`src/rtl/pushlock.sv`:
```
module pushlock #(
  parameter int KEYS = 4,
  parameter int GROUPS = 3,
  parameter logic [KEYS*GROUPS-1:0] CODE = 12'h2C3
) (
  input  logic            clk,
  input  logic            rst,
  input  logic [KEYS-1:0] key_n,
  input  logic            knob,
  output logic            unlock
);
  localparam int SW = $clog2(GROUPS + 1);

  logic [KEYS-1:0] btn, seen, want;
  logic [SW-1:0]   stage;
  logic            err, knob_q, done, stray, idle_keys;

  assign btn       = ~key_n;
  assign done      = (stage == SW'(GROUPS));
  assign stray     = |(btn & ~want);
  assign idle_keys = (btn == '0);

  always_comb begin
    want = '0;
    for (int g = 0; g < GROUPS; g++)
      if (stage == SW'(g)) want = CODE[g*KEYS +: KEYS];
  end

  always_ff @(posedge clk or posedge rst) begin
    if (rst) begin
      stage  <= '0;
      seen   <= '0;
      err    <= 1'b0;
      knob_q <= 1'b0;
      unlock <= 1'b0;
    end else begin
      knob_q <= knob;
      unlock <= knob & done & ~err;
      if (knob_q && !knob) begin
        stage <= '0;
        seen  <= '0;
        err   <= 1'b0;
      end else if (!knob && !err) begin
        if (stray) begin
          err <= 1'b1;
        end else if (idle_keys) begin
          if (!done && seen == want) begin
            stage <= stage + 1'b1;
            seen  <= '0;
          end
        end else begin
          seen <= seen | btn;
        end
      end
    end
  end
endmodule

```
`config.mk`:
```
export PLATFORM = sky130hd
export DESIGN_NAME = pushlock
export DESIGN_NICKNAME = d
export VERILOG_FILES = /design/src/rtl/pushlock.sv
export SDC_FILE = /design/constraint.sdc
export NUM_CORES = 1
export LEC_CHECK = 0
export CAP_MARGIN = 0
export CORE_AREA = 2 2 39 41
export CTS_CLUSTER_SIZE = 10
export DETAILED_ROUTE_END_ITERATION = 7
export DIE_AREA = 0 0 41 43
export GPL_TIMING_DRIVEN = 0
export PLACE_DENSITY = 0.73
export SLEW_MARGIN = 20
export SYNTH_ARGS = -nofsm -noshare
export SYNTH_HDL_FRONTEND = slang
export SYNTH_SLANG_ARGS = --single-unit
export TNS_END_PERCENT = 5
```
`constraint.sdc`:
```
create_clock -name clk -period 1.6 [get_ports clk]
set_input_delay 0.32 -clock clk [delete_from_list [all_inputs] [get_ports clk]]
set_output_delay 0.32 -clock clk [all_outputs]
set_load 0.05 [all_outputs]
```
==> metrics.txt <==
outcome finished, violations left; failing checks negative setup slack; VDD IR max about 0.32 mV; Yosys warnings 0; GRT Residual Overflow 0; Initial Utilization 0.386; cell count after placement 78; worst slew pin tran 506 ps; Final period util 1.07; first-pass GRT wire length 1.73 mm; Cell Rows 14; clock slew at reported path FFs 60 ps; H-tree depth 1; CTS tree done; mapped cell area ~530 µm²; number of setup violations in the final report 6; clock network fraction of design power 0.359; Clock Tree Root clkbuf_4; Worst Path Required 1790 ps; die area ~1800 µm²; Final Hold Viols 0; RSZ-0062 raised after global routing yes; # hold bufs at CTS 0; Core Util, Final 0.524; Post-Syn Nets 66; Crit. End Element register; DR WL/cell roughly 12 µm; M2 GR Usage 0.259; largest net degree at the start of global routing 10; Mapped Cells between 50 and 60; min cycle time layout roughly 1700 ps; clk_skew 7.67 ps; Max-cap violations 0; Final ANT Viol Nets 0; Setup WS post-layout -112 ps; number of top-level pins 8; Hold Crit Class input port to async pin; Overall Global Routing Usage 0.148; post-detail-place hpwl 792 µm; Routed Wire Length 1.05 mm; Initial DRC Count 6; P_sw roughly 0.11 mW; max frequency between 500 and 600 MHz; R2R cell count 7; Setup CP Type register to register; pwr dens about 660 nW/µm²; IO buf count 7; Slew HR 0.664; Int Power 0.365 mW; commonest non-fill, non-tap cell in the layout dfrtp_1; fin. max-slew vios 0; worst-path fanout max 6; drc violations 0; TritonCTS Buffers 3; busiest grt layer met2; Clock Tree Buf Depth 2; register area share after synthesis 0.422; DR pass1 iterations 4; Diodes inserted 0; Layout area overhead 35.6%; vias per cell between 4 and 5; Worst Setup Start Kind register; routed via count 432; Die Y-Extent 43 µm; worst slack, placed -406 ps; core area 1380 µm²; Seq cells post-synth 9; die width 41 µm; Comb pwr share 0.124; clk_lat worst skew 260 ps; initial antenna violation count 0; Seq pwr share 0.517; share of layout cells above drive strength 1 0.264; Lkg Pwr 0.340 nW; clock net sink count 9; switch share 0.239; grt met1 use 0.150; Final nets 84; met3 usage 0.0157; post-synth cell types 22; most frequent cells in the layout 9 x dfrtp_1, 8 x nand2_1, 6 x clkdlybuf4s50_1, 6 x buf_4, 5 x a21oi_1; Crit path arrival time 1900 ps; GPL Wtd Cong 0.682; Synth Area per Inst 9.71 µm²; Post-Layout Cell Count 88; vias in the first global route 436
[critical path, stage by stage, from the launching register on]
cell and delay [ps]:
dfrtp_1 420, inv_2 130, ha_4 180, inv_4 40, a2111oi_4 320, buf_4 180, o211a_4 190, mux2i_1 180
[final timing paths]
check                          from  endpoint  slack, ps
max in group asynchronous       rst    unlock       1030
min                             rst  stage[0]        320
max reg2reg                stage[0]  stage[0]       -110
min reg2reg                     err    unlock        500
max                        stage[0]  stage[0]       -110
min in group clk                err    unlock        500
[registers in the layout, indices dropped and copies added, names as in the netlist]
| register | cells |
|---|---|
| seen | 4 |
| stage | 2 |
| err | 1 |
| knob_q | 1 |
| unlock | 1 |
[layer usage]
metal	part of all wire	vias up	wire [µm]
li1	-	222	-
met1	0.42	200	442
met2	0.55	10	579
met3	0.027	0	28
met4	0	0	0
met5	0	-	0
[power by group through the flow]
stage               combinational (mW)  clock (mW)  sequential [mW]
finish                          0.0593       0.172            0.248
global route                    0.0673       0.192            0.249
CTS                             0.0590       0.179            0.247
detailed placement              0.0570           0            0.252
global placement                0.0555           0            0.251
floorplan                       0.0312           0            0.250
[cell families after synthesis]
| logic type | count (synthesis) | share of synthesized area |
|---|---|---|
| compound gates | 12 | 0.208 |
| fa+ha+maj | 4 | 0.0937 |
| buf+inv | 7 | 0.0492 |
| flops | 9 | 0.422 |
| mux | 2 | 0.0375 |
| simple gates | 21 | 0.190 |
[Yosys cell counts]
cell       count  area share
o211a_4        1       0.033
nand2_1        8       0.056
o21a_1         1       0.014
mux2i_1        2       0.037
or3b_1         1       0.016
nand4_1        1       0.012
o21ai_2        1       0.016
ha_1           4       0.094
dfrtp_1        9        0.42
nor2b_1        1       0.012
nor3_1         3       0.028
or3_1          1       0.012
a211oi_2       1       0.023
nor2_1         3       0.021
nand2b_1       1       0.012
nand3_1        1      0.0094
o21ai_1        1      0.0094
a21oi_1        5       0.047
nor4_1         1       0.012
a2111oi_4      1       0.052
a21boi_0       1       0.014
inv_1          7       0.049
[per-stage QoR]
stage          hold WS (ps)  setup TNS (ps)  cell area (µm²)  total power, mW
6_report                316            -430              724            0.479
5_1_grt                 355            -799              724            0.508
4_1_cts                 331            -453              709            0.485
3_5_place_dp            490           -2170              639            0.309
3_3_place_gp            490           -1920              639            0.307
2_1_floorplan           148           -80.0              549            0.281
[area by class of cell]
| cell class | instances | area [µm²] |
|---|---|---|
| Clock buffer | 4 | 26.3 |
| Fill cell | 133 | 659 |
| Inverter | 7 | 28.8 |
| Multi-Input combinational cell | 39 | 310 |
| Sequential cell | 9 | 225 |
| Tap cell | 16 | 20.0 |
| Timing Repair Buffer | 13 | 114 |
[timing repair]
| action | in CTS | in global routing |
|---|---|---|
| pin swaps | 4 | 0 |
| gates resized for setup | 5 | 0 |
| cloned | 0 | 0 |
| setup buffers | 4 | 2 |
| setup endpoints to repair | 7 | 6 |
No activity file was read; power rests on OpenSTA's default activity.
